==> src/rtl/cmp_pkg.sv <==
package cmp_pkg;
  localparam int MODE_W = 4;

  typedef enum logic [MODE_W-1:0] {
    MODE_OFF     = 4'b0000,
    MODE_TOGGLE  = 4'b0010,
    MODE_SET     = 4'b1000,
    MODE_CLR     = 4'b1001,
    MODE_SWI     = 4'b1010,
    MODE_SPECIAL = 4'b1011
  } cmp_mode_e;

  typedef struct packed {
    logic toggle;
    logic set;
    logic clr;
    logic irq;
    logic special;
    logic drive;
  } cmp_act_t;

  function automatic cmp_act_t decode_mode(input logic [MODE_W-1:0] m);
    cmp_act_t a;
    a = '0;
    case (m)
      MODE_TOGGLE:  begin a.toggle = 1'b1; a.irq = 1'b1; a.drive = 1'b1; end
      MODE_SET:     begin a.set = 1'b1;    a.irq = 1'b1; a.drive = 1'b1; end
      MODE_CLR:     begin a.clr = 1'b1;    a.irq = 1'b1; a.drive = 1'b1; end
      MODE_SWI:     begin a.irq = 1'b1; end
      MODE_SPECIAL: begin a.irq = 1'b1; a.special = 1'b1; end
      default:      a = '0;
    endcase
    return a;
  endfunction
endpackage

==> src/rtl/cmp_match_detect.sv <==
module cmp_match_detect #(
  parameter int CNT_W = 16
) (
  input  logic             clk,
  input  logic             rst,
  input  logic             cmp_we,
  input  logic [CNT_W-1:0] cmp_wdata,
  input  logic [CNT_W-1:0] tmr_count,
  output logic             hit
);
  logic [CNT_W-1:0] cmp_q;
  logic             eq;
  logic             eq_q;

  always_ff @(posedge clk) begin
    if (rst) begin
      cmp_q <= '0;
      eq_q  <= 1'b0;
    end else begin
      if (cmp_we) cmp_q <= cmp_wdata;
      eq_q <= eq;
    end
  end

  // equality against the stored value; only its rising edge counts
  assign eq  = (tmr_count == cmp_q);
  assign hit = eq & ~eq_q;
endmodule

==> src/rtl/cmp_mode_reg.sv <==
module cmp_mode_reg
  import cmp_pkg::*;
(
  input  logic              clk,
  input  logic              rst,
  input  logic              mode_we,
  input  logic [MODE_W-1:0] mode_wdata,
  output cmp_act_t          act,
  output logic              zero_wr
);
  logic [MODE_W-1:0] mode_q;

  always_ff @(posedge clk) begin
    if (rst) mode_q <= MODE_OFF;
    else if (mode_we) mode_q <= mode_wdata;
  end

  assign act     = decode_mode(mode_q);
  assign zero_wr = mode_we && (mode_wdata == MODE_OFF);
endmodule

==> src/rtl/cmp_out_latch.sv <==
module cmp_out_latch (
  input  logic clk,
  input  logic rst,
  input  logic hit,
  input  logic do_toggle,
  input  logic do_set,
  input  logic do_clr,
  input  logic drive,
  input  logic zero_wr,
  output logic cmp_out,
  output logic cmp_oe
);
  logic out_q;

  always_ff @(posedge clk) begin
    if (rst || zero_wr)          out_q <= 1'b0;
    else if (hit && do_set)      out_q <= 1'b1;
    else if (hit && do_clr)      out_q <= 1'b0;
    else if (hit && do_toggle)   out_q <= ~out_q;
  end

  assign cmp_out = out_q;
  assign cmp_oe  = drive;
endmodule

==> src/rtl/cmp_event_gen.sv <==
module cmp_event_gen #(
  parameter bit HAS_ADC_TRIG = 1'b1
) (
  input  logic clk,
  input  logic rst,
  input  logic hit,
  input  logic irq_en,
  input  logic special_en,
  input  logic irq_clr,
  input  logic adc_en,
  output logic irq_flag,
  output logic tmr_clear,
  output logic adc_start
);
  logic flag_q;
  logic clr_q;

  always_ff @(posedge clk) begin
    if (rst) begin
      flag_q <= 1'b0;
      clr_q  <= 1'b0;
    end else begin
      if (hit && irq_en) flag_q <= 1'b1;
      else if (irq_clr)  flag_q <= 1'b0;
      clr_q <= hit && special_en;
    end
  end

  generate
    if (HAS_ADC_TRIG) begin : g_adc
      logic adc_q;
      always_ff @(posedge clk) begin
        if (rst) adc_q <= 1'b0;
        else     adc_q <= hit && special_en && adc_en;
      end
      assign adc_start = adc_q;
    end else begin : g_no_adc
      logic unused_adc;
      assign unused_adc = adc_en;
      assign adc_start  = 1'b0;
    end
  endgenerate

  assign irq_flag  = flag_q;
  assign tmr_clear = clr_q;
endmodule

==> src/rtl/cmp_match_unit.sv <==
module cmp_match_unit
  import cmp_pkg::*;
#(
  parameter int CNT_W        = 16,
  parameter bit HAS_ADC_TRIG = 1'b1
) (
  input  logic              clk,
  input  logic              rst,
  input  logic              mode_we,
  input  logic [MODE_W-1:0] mode_wdata,
  input  logic              cmp_we,
  input  logic [CNT_W-1:0]  cmp_wdata,
  input  logic [CNT_W-1:0]  tmr_count,
  input  logic              irq_clr,
  input  logic              adc_en,
  output logic              cmp_out,
  output logic              cmp_oe,
  output logic              irq_flag,
  output logic              tmr_clear,
  output logic              adc_start
);
  logic     hit;
  logic     zero_wr;
  cmp_act_t act;

  cmp_match_detect #(.CNT_W(CNT_W)) u_detect (
    .clk(clk), .rst(rst), .cmp_we(cmp_we), .cmp_wdata(cmp_wdata),
    .tmr_count(tmr_count), .hit(hit)
  );

  cmp_mode_reg u_mode (
    .clk(clk), .rst(rst), .mode_we(mode_we), .mode_wdata(mode_wdata),
    .act(act), .zero_wr(zero_wr)
  );

  cmp_out_latch u_latch (
    .clk(clk), .rst(rst), .hit(hit),
    .do_toggle(act.toggle), .do_set(act.set), .do_clr(act.clr),
    .drive(act.drive), .zero_wr(zero_wr),
    .cmp_out(cmp_out), .cmp_oe(cmp_oe)
  );

  cmp_event_gen #(.HAS_ADC_TRIG(HAS_ADC_TRIG)) u_event (
    .clk(clk), .rst(rst), .hit(hit),
    .irq_en(act.irq), .special_en(act.special),
    .irq_clr(irq_clr), .adc_en(adc_en),
    .irq_flag(irq_flag), .tmr_clear(tmr_clear), .adc_start(adc_start)
  );
endmodule

==> config.mk <==
export PLATFORM = sky130hd
export DESIGN_NAME = cmp_match_unit
export DESIGN_NICKNAME = d
export VERILOG_FILES = /design/src/rtl/cmp_pkg.sv /design/src/rtl/cmp_match_detect.sv /design/src/rtl/cmp_mode_reg.sv /design/src/rtl/cmp_out_latch.sv /design/src/rtl/cmp_event_gen.sv /design/src/rtl/cmp_match_unit.sv
export SDC_FILE = /design/constraint.sdc
export NUM_CORES = 1
export LEC_CHECK = 0
export CAP_MARGIN = 30
export CORE_MARGIN = 3
export CORE_UTILIZATION = 44
export DETAILED_ROUTE_END_ITERATION = 8
export GPL_TIMING_DRIVEN = 0
export PLACE_DENSITY_LB_ADDON = 0.25
export REMOVE_ABC_BUFFERS = 1
export SYNTH_ARGS = -nofsm -noshare
export SYNTH_HDL_FRONTEND = slang
export SYNTH_SLANG_ARGS = --single-unit
==> constraint.sdc <==
create_clock -name clk -period 2.58 [get_ports clk]
set_input_delay 0.516 -clock clk [delete_from_list [all_inputs] [get_ports clk]]
set_output_delay 0.516 -clock clk [all_outputs]
set_load 0.02 [all_outputs]
---- Yosys cells after proc, flatten, opt, wreduce, memory -nomap -nowiden ----
Index checks and enable logic that the tools add are counted.
Widths: inputs -> output; s select.
word-level totals
  logic and storage cells ................. 40
  output and inout bits ................... 5
  register bits after elaboration ......... 25
cells by class
  equality and inequality tests ........... 6
  bitwise gates (word level) .............. 3
  reduce and logical (&&, ||, !) cells .... 13
  mux-type cells .......................... 11
operators by type and width
  kind                count
  $eq 16x16->1        1
  $eq 4x4->1 const B  4
  $mux 1              11
  $logic_and 1x1->1   7
  $reduce_or 5->1     1
  $eq 4x2->1 const B  1
  $logic_not 4->1     1
  $reduce_bool 3->1   1
  $reduce_or 3->1     1
  $not 1->1           2
  $reduce_bool 2->1   1
  $and 1x1->1         1
  $logic_or 1x1->1    1

---- Longest topological paths before layout ----
  word-level depth ........................ 6
  mapped depth ............................ 5

---- Cells and area by module ----
A second synthesis with hierarchy kept.
second synthesis, totals
  cells, all modules ...................... 117
  area, all modules ....................... 1137.3 um^2
modules (own cells, without submodules)
  module            area each (um^2)  instances  cells each
  cmp_match_detect  764.5             1          76
  cmp_mode_reg      216.5             1          26
  cmp_event_gen     95.1              1          9
  cmp_out_latch     61.3              1          6

---- Least setup slack after synthesis ----
No wires, ideal clock.
  kind .................................... input-to-reg
  start ................................... input port tmr_count[9]
  end ..................................... register u_event.flag_q (netlist: u_event.irq_flag)
  arrival time ............................ 1691 ps
  library setup time ...................... 70 ps
  stages on the path ...................... 5
  setup slack ............................. 819 ps
  data required time ...................... 2510 ps
  cells stage by stage .................... xor2_1 -> nor4_1 -> nand4_1 -> or4_1 -> a21oi_1
between the ends
  cells in the longest elaborated chain, start to end .. 4
  elaborated cells between the ends (all ways) .. 5
  those cells by class .................... eq/ne: 1; mux: 1; bitwise: 1; reduce/logical: 2
RTL lines
  element                                      RTL line                text
  start: declaration                           cmp_match_unit.sv:13    input logic [CNT_W-1:0] tmr_count,
  $eq 16x16->1 (*)                             cmp_match_detect.sv:26  assign eq = (tmr_count == cmp_q);
  $and 1x1->1 (*)                              cmp_match_detect.sv:27  assign hit = eq & ~eq_q;
  $logic_and 1x1->1 (*)                        cmp_event_gen.sv:23     if (hit && irq_en) flag_q <= 1'b1;
  $mux 1 or $reduce_bool 2->1 (tied branches)  n/a
  end signal: assignment                       cmp_event_gen.sv:20     flag_q <= 1'b0;
  end signal: assignment                       cmp_event_gen.sv:23
  end signal: assignment                       cmp_event_gen.sv:24     else if (irq_clr) flag_q <= 1'b0;
  end: declaration                             cmp_event_gen.sv:15     logic flag_q;
Mark *: on every way between the ends. The rest lies on a longest branch, timed or not.
A chain may end at the register's enable or synchronous reset.

---- Final worst setup path ----
  start ................................... register u_mode.mode_q[3]
  end ..................................... output port cmp_oe
between the ends
  cells in the longest elaborated chain, start to end .. 3
  elaborated cells between the ends (all ways) .. 5
  those cells by class .................... eq/ne: 3; mux: 1; reduce/logical: 1
RTL lines
  element                                   RTL line              text
  start: declaration                        cmp_mode_reg.sv:11    logic [MODE_W-1:0] mode_q;
  start signal: assignment                  cmp_mode_reg.sv:15    else if (mode_we) mode_q <= mode_wdata;
  $eq 4x4->1 or $eq 4x2->1 (tied branches)  cmp_pkg.sv:25         case (m)
  $reduce_or 3->1 (no source line) (*)      n/a
  $mux 1 (*)                                cmp_pkg.sv:25
  end: declaration                          cmp_match_unit.sv:17  output logic cmp_oe,
Marks and branches as above.

==> run summary <==
Status: complete, no violations
Grt ovf: 0
PD cells: 454.8 nW/um^2
FF-to-FF path depth: 5
Die Height: 55.80 microns
Worst Setup Path Type: register to primary output
Vias in the first global route: 967
Top-count cell post-synth: dfxtp_1
Total wire length: 2327 microns
Tcrit/Tclk final: 86.45%
Reg-to-reg critical path endpoint: u_event.irq_flag$_SDFFE_PP0P_
First-pass GRT wire length: 4077 microns
Cts bufs inserted: 3
Worst EP required: 2.06 ns
Hold_ws: 0.4897 ns
Peak VDD IR: 306.9 uV
Area of the multi-input gates: 566.8 sq um
Yosys cell types: 21
1st-pass router iterations: 4
Reg clk slew, reported paths: 0.12 ns
CTS max path bufs: 2
Routed Antenna Nets: 0
Vias per cell: 5.054
CP Data Arrival Time: 1.71 ns
Hold depth: 2
Setup-failing EPs final: 0
Post-CTS setup buffer count: 0
Sequential area share after synthesis: 45.87%
Ports: 47
Leak: 0.6721 nW
Diodes inserted: 0
Synthesis-stage register bit count: 25
RSZ-0062 raised after global routing: false
Synth warn: 0
Area leader, netlist: dfxtp_1
Fin. max-slew vios: 0
DR iter-0 viols: 12
Number of max-cap violations: 0
Final Util: 69.98%
FP Rows: 17
Vias after detailed routing: 935
PostCTS Resize Cnt: 0
Die Area: 3113 sq um
GRT Overall Usage: 15.99%
Worst R2R Setup Slack: 0.64 ns
CTS Hold Bufs: 0
CTS Sinks: 25
DP HPWL: 1942 microns
Clk_lat worst skew: 0.30 ns
Final Hold Viols: 0
RR Startpoint: u_detect.cmp_q[9]$_SDFFE_PP0P_
CTS tree: done
Layout cell share with drive strength beyond 1: 1.911%
Hold Crit Start: u_event.irq_flag$_SDFFE_PP0P_
CP Capture Type: primary output
Async SR Flop Fraction: 0%
Routability cong.: 0.7893
Post-synth top area share: 45.87%
Per-cell routed wire length: 12.58 microns
Hold path endpoint: u_event.irq_flag$_SDFFE_PP0P_
Worst Path Max Fanout: 6
Syn_area_per_cell: 9.741 sq um
Nets@finish: 200
Fin crit period: 2.230 ns
Fill cells: 201
Slew HR: 35.68%
Worst-Margin Slew: 0.9618 ns
H-tree depth: 1
Syn Inst Count: 112
Post-route DRC: 0
Initial antenna violation count: 0
Largest net degree at the start of global routing: 25
Post-synth EDFFs: 0
Final TNS setup: 0 ns
Type of origin of the critical path: register
Top_reg_cell synth: dfxtp_1
Root Buffer: clkbuf_4
Chip Width: 55.80 microns
Starting Density: 47.94%
Total core area: 2276 sq um
Min-delay worst type: register to register
FMAX: 0.4483 GHz
Synth top area cells: dfxtp_1, mux2i_1, xor2_1
Synth cell count leaders: dfxtp_1, nor2_1, mux2i_1
FF/Latch Area: 500.5 sq um
Clock Skew: 0.007762 ns
Area growth syn-to-layout: 45.99%
Mapped Area: 1091 sq um
Number of port buffers: 46
-- cell usage in the layout, fill, tap and decap left out, drive strengths merged --
master,count
clkdlybuf4s50,46
dfxtp,25
nor2,22
mux2i,20
xor2,16
nor4,5
a21oi,4
clkbuf,4
nand3b,2
nand2b,2
inv,1
nor3b,1
nand2,1
nand4,1
a2111oi,1
nor3,1
nand3,1
o22ai,1
nand4b,1
and2,1
or4,1
-- worst max path at each step --
| stage | startpoint | slack, ns | endpoint |
|---|---|---|---|
| CTS | u_mode.mode_q[3]$_SDFFE_PP0P_ | 0.33 | cmp_oe |
| floorplan | tmr_count[9] | 0.82 | u_event.irq_flag$_SDFFE_PP0P_ |
| detailed placement | tmr_count[9] | 0.03 | u_event.irq_flag$_SDFFE_PP0P_ |
| global route | u_mode.mode_q[3]$_SDFFE_PP0P_ | 0.25 | cmp_oe |
| finish | u_mode.mode_q[3]$_SDFFE_PP0P_ | 0.35 | cmp_oe |
| global placement | tmr_count[9] | 0.14 | u_event.irq_flag$_SDFFE_PP0P_ |
-- worst max-delay path, stage by stage (launching register included) --
cell and delay, ns:
dfxtp_1 0.38, nand3b_1 0.20, a21oi_1 0.20, clkdlybuf4s50_1 0.64
-- through the flow --
step | worst slack [ns] | instance area (sq um) | std cells | total power [mW]
2_1_floorplan | 0.8194 | 1071 | 107 | 0.4776
6_report | 0.3496 | 1593 | 185 | 0.7244
3_3_place_gp | 0.1441 | 1567 | 181 | 0.5637
3_5_place_dp | 0.03159 | 1567 | 181 | 0.5694
4_1_cts | 0.3336 | 1593 | 185 | 0.7357
5_1_grt | 0.2528 | 1593 | 185 | 0.7695
-- routing by layer --
layer / vias to the layer above / GRT usage (%) / part of all wire, %
met5: - / 0 / 0
met3: 2 / 3.712 / 5.6
met2: 30 / 29.56 / 51
li1: 474 / - / -
met4: 0 / 4.167 / 0.73
met1: 429 / 18.22 / 43
-- report_power, final --
| part | internal [mW] | switching, mW | leakage (nW) |
|---|---|---|---|
| sequential | 0.405 | 0.0147 | 0.205 |
| combinational | 0.0914 | 0.0487 | 0.452 |
| clock | 0.0602 | 0.105 | 0.0150 |
| total | 0.556 | 0.168 | 0.672 |
-- cell type report --
class | instances | area share (%)
Timing Repair Buffer | 46 | 28.91
Clock buffer | 4 | 1.650
Inverter | 1 | 0.2357
Multi-Input combinational cell | 81 | 35.59
Sequential cell | 25 | 31.42
Tap cell | 28 | 2.200
-- state kept, by name, indices dropped and copies added, names as in the netlist --
name / flops
u_detect.cmp_q: 16
u_detect.eq_q: 1
u_event.adc_start: 1
u_event.irq_flag: 1
u_event.tmr_clear: 1
u_latch.cmp_out: 1
u_mode.mode_q: 4
-- cells by family after synthesis --
group	Yosys count	synth area share (%)
flip-flops	25	45.87
AND/OR/NAND/NOR	39	17.55
AO/OA/AOI/OAI	6	3.212
multiplexers	20	18.35
buffers and inverters	6	2.178
XOR/XNOR	16	12.84
No activity file was read; power rests on OpenSTA's default activity.
